File: src/rtl/lpd_pkg.sv
package lpd_pkg;
  localparam int HALF_W = 16;
  localparam int CLS_W  = 3;

  localparam logic [CLS_W-1:0] CLS_ARITH  = 3'b000;
  localparam logic [CLS_W-1:0] CLS_MEM    = 3'b001;
  localparam logic [CLS_W-1:0] CLS_BRANCH = 3'b010;
  localparam logic [CLS_W-1:0] CLS_IO     = 3'b011;
  localparam logic [CLS_W-1:0] CLS_PREFIX = 3'b111;

  typedef enum logic [1:0] {
    NEED_ANY  = 2'd0,
    NEED_RES  = 2'd1,
    NEED_MEM  = 2'd2,
    NEED_PAIR = 2'd3
  } lane_need_e;

  typedef struct packed {
    logic              rv;
    logic [HALF_W-1:0] ri;
    logic              mv;
    logic [HALF_W-1:0] mi;
    logic              lng;
  } issue_t;

  function automatic issue_t idle_issue();
    issue_t t;
    t.rv  = 1'b0;
    t.ri  = '0;
    t.mv  = 1'b0;
    t.mi  = '0;
    t.lng = 1'b0;
    return t;
  endfunction

  function automatic issue_t single_issue(logic [HALF_W-1:0] hw, lane_need_e need);
    issue_t t;
    t = idle_issue();
    if (need == NEED_MEM) begin
      t.mv = 1'b1;
      t.mi = hw;
    end else begin
      t.rv = 1'b1;
      t.ri = hw;
    end
    return t;
  endfunction
endpackage

File: src/rtl/lpd_hw_class.sv
module lpd_hw_class
  import lpd_pkg::*;
#(
  parameter int  HW_W      = HALF_W,
  parameter int  CW        = CLS_W,
  parameter bit  IS_LOWER  = 1'b1
) (
  input  logic [HW_W-1:0] hw,
  output lane_need_e      need
);
  logic [CW-1:0] cls;

  assign cls = hw[HW_W-1 -: CW];

  always_comb begin
    unique case (cls)
      CLS_MEM, CLS_BRANCH: need = NEED_MEM;
      CLS_IO:              need = NEED_RES;
      CLS_PREFIX:          need = IS_LOWER ? NEED_PAIR : NEED_ANY;
      default:             need = NEED_ANY;
    endcase
  end
endmodule

File: src/rtl/lpd_steer.sv
module lpd_steer
  import lpd_pkg::*;
(
  input  logic [HALF_W-1:0] lo_hw,
  input  logic [HALF_W-1:0] hi_hw,
  input  lane_need_e        lo_need,
  input  lane_need_e        hi_need,
  output issue_t            first,
  output logic              split
);
  logic conflict;
  logic lo_to_mem;

  assign conflict  = (lo_need == hi_need) &&
                     ((lo_need == NEED_RES) || (lo_need == NEED_MEM));
  assign lo_to_mem = (lo_need == NEED_MEM) || (hi_need == NEED_RES);

  always_comb begin
    first = idle_issue();
    split = 1'b0;
    if (lo_need == NEED_PAIR) begin
      first.rv  = 1'b1;
      first.ri  = lo_hw;
      first.mv  = 1'b1;
      first.mi  = hi_hw;
      first.lng = 1'b1;
    end else if (conflict) begin
      first = single_issue(lo_hw, lo_need);
      split = 1'b1;
    end else begin
      first.rv = 1'b1;
      first.mv = 1'b1;
      if (lo_to_mem) begin
        first.ri = hi_hw;
        first.mi = lo_hw;
      end else begin
        first.ri = lo_hw;
        first.mi = hi_hw;
      end
    end
  end
endmodule

File: src/rtl/lpd_issue_reg.sv
module lpd_issue_reg
  import lpd_pkg::*;
(
  input  logic   clk,
  input  logic   rst_n,
  input  logic   en,
  input  issue_t d,
  output issue_t q
);
  always_ff @(posedge clk or negedge rst_n) begin
    if (!rst_n) begin
      q <= idle_issue();
    end else if (en) begin
      q <= d;
    end
  end
endmodule

File: src/rtl/lane_pair_dispatch.sv
module lane_pair_dispatch
  import lpd_pkg::*;
(
  input  logic              clk,
  input  logic              rst_n,
  input  logic              fetch_valid,
  input  logic [2*HALF_W-1:0] fetch_word,
  output logic              fetch_ready,
  input  logic              res_ready,
  input  logic              mem_ready,
  output logic              res_valid,
  output logic [HALF_W-1:0] res_instr,
  output logic              mem_valid,
  output logic [HALF_W-1:0] mem_instr,
  output logic              pair_long
);
  localparam int NUM_HW = 2;

  logic [HALF_W-1:0] hw_a   [NUM_HW];
  lane_need_e        need_a [NUM_HW];

  for (genvar g = 0; g < NUM_HW; g++) begin : g_dec
    assign hw_a[g] = fetch_word[g*HALF_W +: HALF_W];
    lpd_hw_class #(
      .HW_W     (HALF_W),
      .CW       (CLS_W),
      .IS_LOWER (g == 0)
    ) dec_i (
      .hw   (hw_a[g]),
      .need (need_a[g])
    );
  end

  issue_t steer_first;
  logic   steer_split;

  lpd_steer steer_i (
    .lo_hw   (hw_a[0]),
    .hi_hw   (hw_a[1]),
    .lo_need (need_a[0]),
    .hi_need (need_a[1]),
    .first   (steer_first),
    .split   (steer_split)
  );

  logic              advance;
  logic              take;
  logic              pend_valid_q, pend_valid_d;
  logic [HALF_W-1:0] pend_hw_q, pend_hw_d;
  lane_need_e        pend_need_q, pend_need_d;
  issue_t            issue_d, issue_q;

  assign advance     = res_ready & mem_ready;
  assign fetch_ready = advance & ~pend_valid_q;
  assign take        = fetch_ready & fetch_valid;

  always_comb begin
    pend_valid_d = pend_valid_q;
    pend_hw_d    = pend_hw_q;
    pend_need_d  = pend_need_q;
    if (pend_valid_q) begin
      issue_d = single_issue(pend_hw_q, pend_need_q);
    end else if (take) begin
      issue_d = steer_first;
    end else begin
      issue_d = idle_issue();
    end
    if (advance) begin
      pend_valid_d = take & steer_split;
      pend_hw_d    = hw_a[1];
      pend_need_d  = need_a[1];
    end
  end

  always_ff @(posedge clk or negedge rst_n) begin
    if (!rst_n) begin
      pend_valid_q <= 1'b0;
    end else if (advance) begin
      pend_valid_q <= pend_valid_d;
    end
  end

  always_ff @(posedge clk) begin
    if (advance) begin
      pend_hw_q   <= pend_hw_d;
      pend_need_q <= pend_need_d;
    end
  end

  lpd_issue_reg out_reg_i (
    .clk   (clk),
    .rst_n (rst_n),
    .en    (advance),
    .d     (issue_d),
    .q     (issue_q)
  );

  assign res_valid = issue_q.rv;
  assign res_instr = issue_q.ri;
  assign mem_valid = issue_q.mv;
  assign mem_instr = issue_q.mi;
  assign pair_long = issue_q.lng;
endmodule

File: config.mk
export PLATFORM = sky130hd
export DESIGN_NAME = lane_pair_dispatch
export DESIGN_NICKNAME = d
export VERILOG_FILES = /design/src/rtl/lpd_pkg.sv /design/src/rtl/lpd_hw_class.sv /design/src/rtl/lpd_steer.sv /design/src/rtl/lpd_issue_reg.sv /design/src/rtl/lane_pair_dispatch.sv
export SDC_FILE = /design/constraint.sdc
export NUM_CORES = 1
export LEC_CHECK = 0
export ABC_AREA = 1
export BUFFER_PORTS_ARGS = -buffer_cell sky130_fd_sc_hd__buf_2
export CAP_MARGIN = 20
export CORE_MARGIN = 1
export CORE_UTILIZATION = 45
export DETAILED_ROUTE_END_ITERATION = 8
export PLACE_DENSITY = 0.77
export SETUP_SLACK_MARGIN = 0.2
export SLEW_MARGIN = 20
export SYNTH_ARGS = -nofsm -noshare
export SYNTH_HDL_FRONTEND = slang
export SYNTH_SLANG_ARGS = --single-unit
export TNS_END_PERCENT = 1
File: constraint.sdc
create_clock -name clk -period 4.3 [get_ports clk]
set_input_delay 0.43 -clock clk [delete_from_list [all_inputs] [get_ports clk]]
set_output_delay 0.43 -clock clk [all_outputs]
set_load 0.01 [all_outputs]
==> results of run 1 <==
-- cell usage in the layout, fill, tap and decap left out --
master,Yosys,routed
nand3_4,1,1
nor3_1,2,2
buf_2,10,72
nor2_2,1,1
ha_1,3,3
o22ai_1,1,1
o21a_1,7,7
nor2_1,55,55
nand3_2,1,1
clkbuf_1,14,1
nor3_2,1,1
a22oi_1,2,2
a31oi_1,8,8
buf_4,2,4
clkinv_2,0,1
edfxtp_1,18,18
o21ai_0,38,38
nand2_2,3,3
nand3_1,12,12
nand4_1,22,22
nand2_1,151,151
o21ai_4,1,1
inv_1,60,60
a21oi_1,68,68
or2_2,6,6
clkbuf_8,0,6
dfrtp_1,36,36
inv_2,1,2
nor2_4,2,2
-- power breakdown --
part / switching (W) / total, W / internal, W
logic: 0.000269 / 0.000411 / 0.000142
clock network: 0.000175 / 0.000305 / 0.000131
registers: 0.0000321 / 0.000625 / 0.000593
-- worst paths after layout --
path                                startpoint  cells after the start               to
worst min-delay path                     rst_n                      1  out_reg_i.q[30]
worst max register to register  pend_need_q[0]                      7  out_reg_i.q[17]
max in group asynchronous                rst_n                      1  out_reg_i.q[11]
worst max-delay path            fetch_word[14]                     13  out_reg_i.q[23]
worst min register to register  out_reg_i.q[0]                      2   out_reg_i.q[0]
min in group clk                fetch_word[28]                      1    pend_hw_q[12]
-- flip-flops by register name (all words and copies together) (netlist names) --
name	flops
pend_valid_q	1
pend_hw_q	16
out_reg_i.q	35
pend_need_q	2
-- metal layers --
layer,global-route usage,up-vias,part of all wire
met5,0,-,0
met2,0.417,181,0.47
met3,0.0274,27,0.065
li1,-,1837,-
met1,0.333,1734,0.44
met4,0.133,0,0.024
-- metrics by stage --
step / hold slack [ns] / worst slack [ns]
floorplan: 0.134 / 2.19
global placement: 0.475 / 1.27
detailed placement: 0.511 / 1.14
CTS: 0.257 / 1.46
global route: 0.291 / 1.13
finish: 0.224 / 1.42
-- area by class of cell --
type / count / area share
Timing Repair Buffer: 76 / 0.0953
Inverter: 62 / 0.0568
Multi-Input combinational cell: 385 / 0.442
Clock inverter: 1 / 0.00122
Clock buffer: 7 / 0.0211
Sequential cell: 54 / 0.352
Tap cell: 102 / 0.0312
-- cells by family (layout without fill, tap and decap cells) --
group,Yosys count,count (layout),share of synthesized area
AND/OR/NAND/NOR,257,257,0.303
adder cells (fa/ha/maj),3,3,0.0103
flip-flops,54,54,0.396
buffers and inverters,94,146,0.107
AO/OA/AOI/OAI,125,125,0.184
==> impl_metrics.toml, run 1 <==
[run_status]
status = "completed"

[global_routing]
grt_pass1_vias = 3624
grt_max_degree = 50
grt_remaining_overflow = 0
grt_pass1_wl_mm = 17.1
antenna_found_initial = 0
track_usage = 0.255

[sta]
finalCriticalPeriod_ns = 2.88
tns_ns = 0
slew_headroom = 0.411
skew_ns = 0.00393
worstMarginPinSlew_ns = 0.884
fmax_ghz = 0.348
rsz0062_at_grt = "false"
hold_viol = 0
drv_slew = 0
setup_viol = 0
period_share = 0.669

[synthesis]
synth_ff_type = "dfrtp_1"
ys_warn_count = 0
synth_common_cells = "nand2_1, a21oi_1, inv_1"
syn_nets = 573
synth_area_leaders = "dfrtp_1, nand2_1, edfxtp_1, a21oi_1, inv_1"
synth_edf_count = 18
yosysMostFrequentCell = "nand2_1"
syn_area_sq_mm = 0.00364
yosysTopAreaCell = "dfrtp_1"
yosys_register_bits = 54
ys_types = 31
synthCells = 533
synth_top_cell_area_share = 0.247
yosysSeqAreaShare = 0.396
ys_async_sr_fraction = 0.667
syn_area_per_cell_sq_um = 6.83

[cts]
cts_buffers = 5
cts_tree = "done"
clock_path_buffers = 2
cts_hold_buffers = 0
cts_root_buffer = "clkbuf_8"
htree_levels = 2
cts_num_sinks = 54
cts_resized = 0
clk_latency_ns = 0.32
clk_transition_reported_paths_ns = 0.10
post_cts_buffers = 0

[die]
core_sq_mm = 0.00777
initial_core_util = 0.469
die_area_sq_mm = 0.00846
die_y_um = 92.0
io_pins = 73
fp.dieW_um = 92.0
rows = 32

[worst_setup_path]
crit_buf_inv = 3
cp_slowest_cell = "nand3_4"
crit_path_cell_trace = "buf_2 -> nand2_2 -> inv_2 -> nand2_1 -> nand2_1 -> ha_1 -> inv_1 -> nand2_1 -> nor2_4 -> nand3_4 -> o21ai_4 -> nand3_1 -> a21oi_1"
cpPeakStageDelay_ns = 0.49
critPathCaptureType = "register"
crit_family = "simple AND/OR/NAND/NOR gates"
crit_type = "in2reg"
crit_arrival_ns = 3.13
crit_top_cell = "nand2_1"
rrSetupSlack_ns = 2.19
crit_fanout = 36
required_ns = 4.55
start_kind = "input port"

[layout]
fin_cells = 687
diodes = 0
finish.net_count = 624
postLayoutCoreUtil = 0.527
area_growth_pct = 12.4
fillCellCount = 825
layout-drive-gt1-share = 0.173
finalInstanceArea_sq_mm = 0.00410
multi_input_area_sq_mm = 0.00181
seq_area_sq_mm = 0.00144

[detailed_routing]
ant_nets = 0
drtIter0Drc = 248
viasPerCell = 5.50
vias = 3779
first_pass_iters = 5
drcViolationCount = 0
drt-total-wl_mm = 10.4
wl_per_cell_um = 15.2

[place]
place.gp.congestion = 0.952
dp_hpwl_mm = 6.73
placed_cell_area_sq_mm = 0.00400
port_buffers = 72
dp_cells = 679

[power]
p_leak_nw = 2.10
power.density_mw_per_mm2 = 328
p_total_w = 0.00134
irDropWorstVdd_v = 0.000168

[flow_run]
drv_cap = 0

[min_path]
hold_class = "in2async"
(Power assumes the default switching activity.)
==> run 2: changes to the inputs <==
PLACE_DENSITY = 0.8   (was 0.77)
clock period = 2.5 ns   (was 4.3 ns; I/O delays follow)
==> impl_metrics.toml, run 2 (synthesized netlist as in run 1, its figures left out) <==
[run_status]
status = "completed"

[cts]
htree_levels = 2
clk_latency_ns = 0.32
clk_transition_reported_paths_ns = 0.11
cts_buffers = 5
cts_tree = "done"
cts_num_sinks = 54
post_cts_buffers = 0
cts_hold_buffers = 0
clock_path_buffers = 2
cts_root_buffer = "clkbuf_8"

[layout]
final_cell_mix = "nand2_1, buf_2, a21oi_1, inv_1, nor2_1"
diodes = 0
final_common_cell = "nand2_1"
finish.net_count = 638
regMostFlops = "out_reg_i.q"
layout-drive-gt1-share = 0.195
largest_reg_flops = 35
area_growth_pct = 15.8
fin_cells = 701
seq_area_sq_mm = 0.00144
postLayoutCoreUtil = 0.543
fillCellCount = 761
top_regs = "out_reg_i.q: 35 flops, pend_hw_q: 16 flops, pend_need_q: 2 flops"
multi_input_area_sq_mm = 0.00182

[worst_setup_path]
crit_fanout = 11
reg2reg_from = "pend_valid_q"
crit_path_cell_trace = "nor3_4 -> nand2_1 -> nor3_1 -> a22oi_1 -> a21oi_1"
rrSetupSlack_ns = 0.37
crit_arrival_ns = 2.38
cp.depth = 5
required_ns = 2.74
crit_family = "simple AND/OR/NAND/NOR gates"
r2r_cells = 5
r2r-end = "out_reg_i.q[33]"
crit_type = "reg2reg"
critPathCaptureType = "register"
cp_slowest_cell = "nor3_4"
start_kind = "register"
cpPeakStageDelay_ns = 0.57
crit_buf_inv = 0

[die]
fp.dieW_um = 92.0
die_area_sq_mm = 0.00846
core_sq_mm = 0.00777
initial_core_util = 0.469
rows = 32
io_pins = 73
die_y_um = 92.0

[sta]
skew_ns = 0.0127
worstMarginPinSlew_ns = 0.862
period_share = 0.854
fin_hold_ws_ns = 0.0266
finalCriticalPeriod_ns = 2.13
setup_viol = 0
fmax_ghz = 0.469
hold_viol = 0
drv_slew = 0
tns_ns = 0
slew_headroom = 0.425
rsz0062_at_grt = "false"

[min_path]
hold_class = "in2async"

[detailed_routing]
drtIter0Drc = 322
wl_per_cell_um = 15.0
viasPerCell = 5.46
ant_nets = 0
vias = 3825
first_pass_iters = 7
drcViolationCount = 0
drt-total-wl_mm = 10.5

[power]
p_total_w = 0.00235
irDropWorstVdd_v = 0.000276
p_switching_w = 0.000841
p_leak_nw = 2.16
power.share.switching = 0.357
internal_power_w = 0.00151
pwr-share-clk = 0.231
power.density_mw_per_mm2 = 558
seqPwrFrac = 0.457
combPwrFrac = 0.312

[global_routing]
track_usage = 0.254
grt_max_degree = 53
grt_remaining_overflow = 0
antenna_found_initial = 0
grt_pass1_wl_mm = 17.0
grt_pass1_vias = 3611

[place]
dp_hpwl_mm = 7.08
port_buffers = 72
place.gp.congestion = 0.886
dp_cells = 692

[flow_run]
drv_cap = 0
[run 2: cell types whose count changed in the layout (fill, tap and decap cells not counted), sizes merged]
cell,before,now
clkinv,1,0
buf,76,89
clkbuf,7,6
clkinvlp,0,3
[run 2: power by group through the flow]
stage | clock (W) | sequential (W) | combinational (W)
2_1_floorplan | 0 | 0.00113 | 0.000428
3_3_place_gp | 0 | 0.00109 | 0.000705
3_5_place_dp | 0 | 0.00109 | 0.000724
4_1_cts | 0.000550 | 0.00108 | 0.000728
5_1_grt | 0.000578 | 0.00109 | 0.000821
6_report | 0.000544 | 0.00108 | 0.000734
[run 2: through the flow]
stage | cell area [sq um] | worst slack (ns)
after floorplan | 3640 | 0.567
after global placement | 4100 | 0.354
after detailed placement | 4100 | 0.249
after CTS | 4200 | 0.334
after global routing | 4220 | 0.292
final | 4220 | 0.366
[run 2: metal layers]
layer / vias to the layer above / routed length (um) / track usage
li1: 1857 / - / -
met1: 1745 / 4420 / 0.329
met2: 198 / 5110 / 0.429
met3: 25 / 779 / 0.0348
met4: 0 / 223 / 0.0964
met5: - / 0 / 0
[run 2: how the worst max path moves through the flow]
stage / end / start
floorplan: out_reg_i.q[10] / fetch_word[14]
global placement: out_reg_i.q[7] / fetch_word[14]
detailed placement: out_reg_i.q[15] / fetch_word[14]
CTS: out_reg_i.q[12] / pend_valid_q
global route: out_reg_i.q[29] / pend_valid_q
finish: out_reg_i.q[33] / pend_valid_q
[run 2: area by class of cell]
class,count,share of cell area
repair inverters,1,0.00178
clock inverters,2,0.00386
clock buffers,6,0.0196
multi-input cells,385,0.431
well taps,102,0.0303
repair buffers,89,0.116
flip-flops and latches,54,0.342
inverters,62,0.0561
[run 2: repair_timing]
action	4_1_cts	5_1_grt
setup endpoints to repair	0	3
gates resized for setup	0	3
hold endpoints to repair	0	0
==> run 3: changes to the inputs <==
MAX_ROUTING_LAYER = met4   (was unset)
clock period = 1.85 ns   (was 2.5 ns; I/O delays follow)
==> impl_metrics.toml, run 3 (synthesized netlist as in run 1, its figures left out) <==
[run_status]
status = "completed"

[flow_run]
drv_cap = 0

[layout]
regMostFlops = "out_reg_i.q"
final_common_cell = "nand2_1"
layout-drive-gt1-share = 0.272
fillCellCount = 719
area_growth_pct = 28.8
finalInstanceArea_sq_mm = 0.00469
largest_reg_flops = 35
diodes = 0
top_regs = "out_reg_i.q: 35 flops, pend_hw_q: 16 flops, pend_need_q: 2 flops"
final_cell_mix = "nand2_1, buf_2, a21oi_1, nor2_1, inv_1"
finish.net_count = 665

[detailed_routing]
wl_per_cell_um = 15.6
first_pass_iters = 5
vias = 4083
drcViolationCount = 0
ant_nets = 0
viasPerCell = 5.61
drtIter0Drc = 286
drt-total-wl_mm = 11.3

[sta]
rsz0062_at_grt = "true"
drv_slew = 0
period_share = 0.885
hold_viol = 0
finalCriticalPeriod_ns = 1.64
skew_ns = 0.00475
setup_viol = 0
worstMarginPinSlew_ns = 0.632
fmax_ghz = 0.611
tns_ns = 0
slew_headroom = 0.578

[global_routing]
antenna_found_initial = 0
grt_pass1_vias = 3767
grt_pass1_wl_mm = 17.4
grt_remaining_overflow = 0
track_usage = 0.268
grt_max_degree = 51

[cts]
clk_latency_ns = 0.32
cts_root_buffer = "clkbuf_8"
cts_buffers = 5
clock_path_buffers = 2
clk_transition_reported_paths_ns = 0.09
htree_levels = 2
cts_num_sinks = 54
cts_tree = "done"

[die]
initial_core_util = 0.469
io_pins = 73
die_y_um = 92.0
rows = 32
core_sq_mm = 0.00777
die_area_sq_mm = 0.00846
fp.dieW_um = 92.0

[place]
port_buffers = 72
place.gp.congestion = 0.908
placed_cell_area_sq_mm = 0.00432
dp_hpwl_mm = 7.47

[worst_setup_path]
crit_type = "in2reg"
r2r-end = "out_reg_i.q[17]"
crit_fanout = 8
required_ns = 2.09
start_kind = "input port"
critPathCaptureType = "register"
reg2reg_from = "pend_valid_q"
r2r_cells = 7
rrSetupSlack_ns = 0.36
crit_arrival_ns = 1.87

[min_path]
worstHoldPathCells = 1
hold_class = "in2reg"
worstHoldEndpoint = "pend_hw_q[8]"
holdCritStartpoint = "fetch_word[24]"

[power]
p_total_w = 0.00330
irDropWorstVdd_v = 0.000373
power.density_mw_per_mm2 = 705
p_leak_nw = 2.36
run 3: changes by cell type in the layout (fill, tap and decap cells not counted), sizes merged:
| cell | change |
|---|---|
| dlygate4sd3 | +1 |
| clkinvlp | -3 |
| o21ai | +1 |
| clkinv | +3 |
| inv | -1 |
| clkbuf | +3 |
| buf | +23 |
run 3: area by class of cell:
class                      count  area (sq um)  share of cell area
clock buffer                   6          72.6              0.0155
timing repair buffer         116           823               0.176
clock inverter                 2          8.76             0.00187
tap                          102           128              0.0272
sequential                    54          1440               0.307
inverter                      62           255              0.0544
multi-input combinational    386          1960               0.418
run 3: per-layer routing:
metal / part of all wire / global-route usage / vias to the layer above
li1: - / - / 1922
met1: 0.42 / 0.326 / 1897
met2: 0.49 / 0.436 / 224
met3: 0.068 / 0.0456 / 40
met4: 0.029 / 0.124 / 0
met5: 0 / - / -
run 3: worst max path at each step:
stage                   startpoint         endpoint  slack, ns  cells after the start
CTS                   pend_valid_q  out_reg_i.q[32]       0.24                      5
detailed placement  fetch_word[14]  out_reg_i.q[32]      -0.05                     13
finish              fetch_word[13]  out_reg_i.q[28]       0.21                     13
global placement    fetch_word[14]  out_reg_i.q[33]       0.03                     13
floorplan           fetch_word[14]  out_reg_i.q[31]       0.20                     11
global route        fetch_word[14]   out_reg_i.q[4]       0.15                     16
run 3: power by group:
group          switching (W)  internal, W  leakage, nW
clock network       0.000394     0.000262       0.0426
registers          0.0000771      0.00138        0.601
logic               0.000708     0.000484         1.72
total                0.00118      0.00212         2.36
run 3: critical path, stage by stage:
cell	delay [ns]
buf_12	0.12
nand2_8	0.08
inv_4	0.04
nand2_4	0.06
nand2_4	0.08
ha_4	0.24
inv_2	0.04
nand2_2	0.05
nor2_4	0.13
nand3_4	0.24
o21ai_4	0.32
nand3_1	0.11
a21oi_1	0.18
run 3: repair_timing:
| item | CTS | global route |
|---|---|---|
| hold endpoints to repair | 23 | 0 |
| setup buffers | 0 | 4 |
| resized for setup | 0 | 48 |
| hold buffers | 1 | 0 |
| setup endpoints to repair | 0 | 32 |
run 3: metrics by stage:
step,setup slack (ns),hold WS (ns),cells,util
after floorplan,0.196,-0.111,533,-
after global placement,0.0256,0.237,711,0.556
after detailed placement,-0.0471,0.248,711,0.556
after CTS,0.243,0.0639,720,0.568
after global routing,0.148,0.0639,728,0.604
final,0.213,0.0671,728,0.604
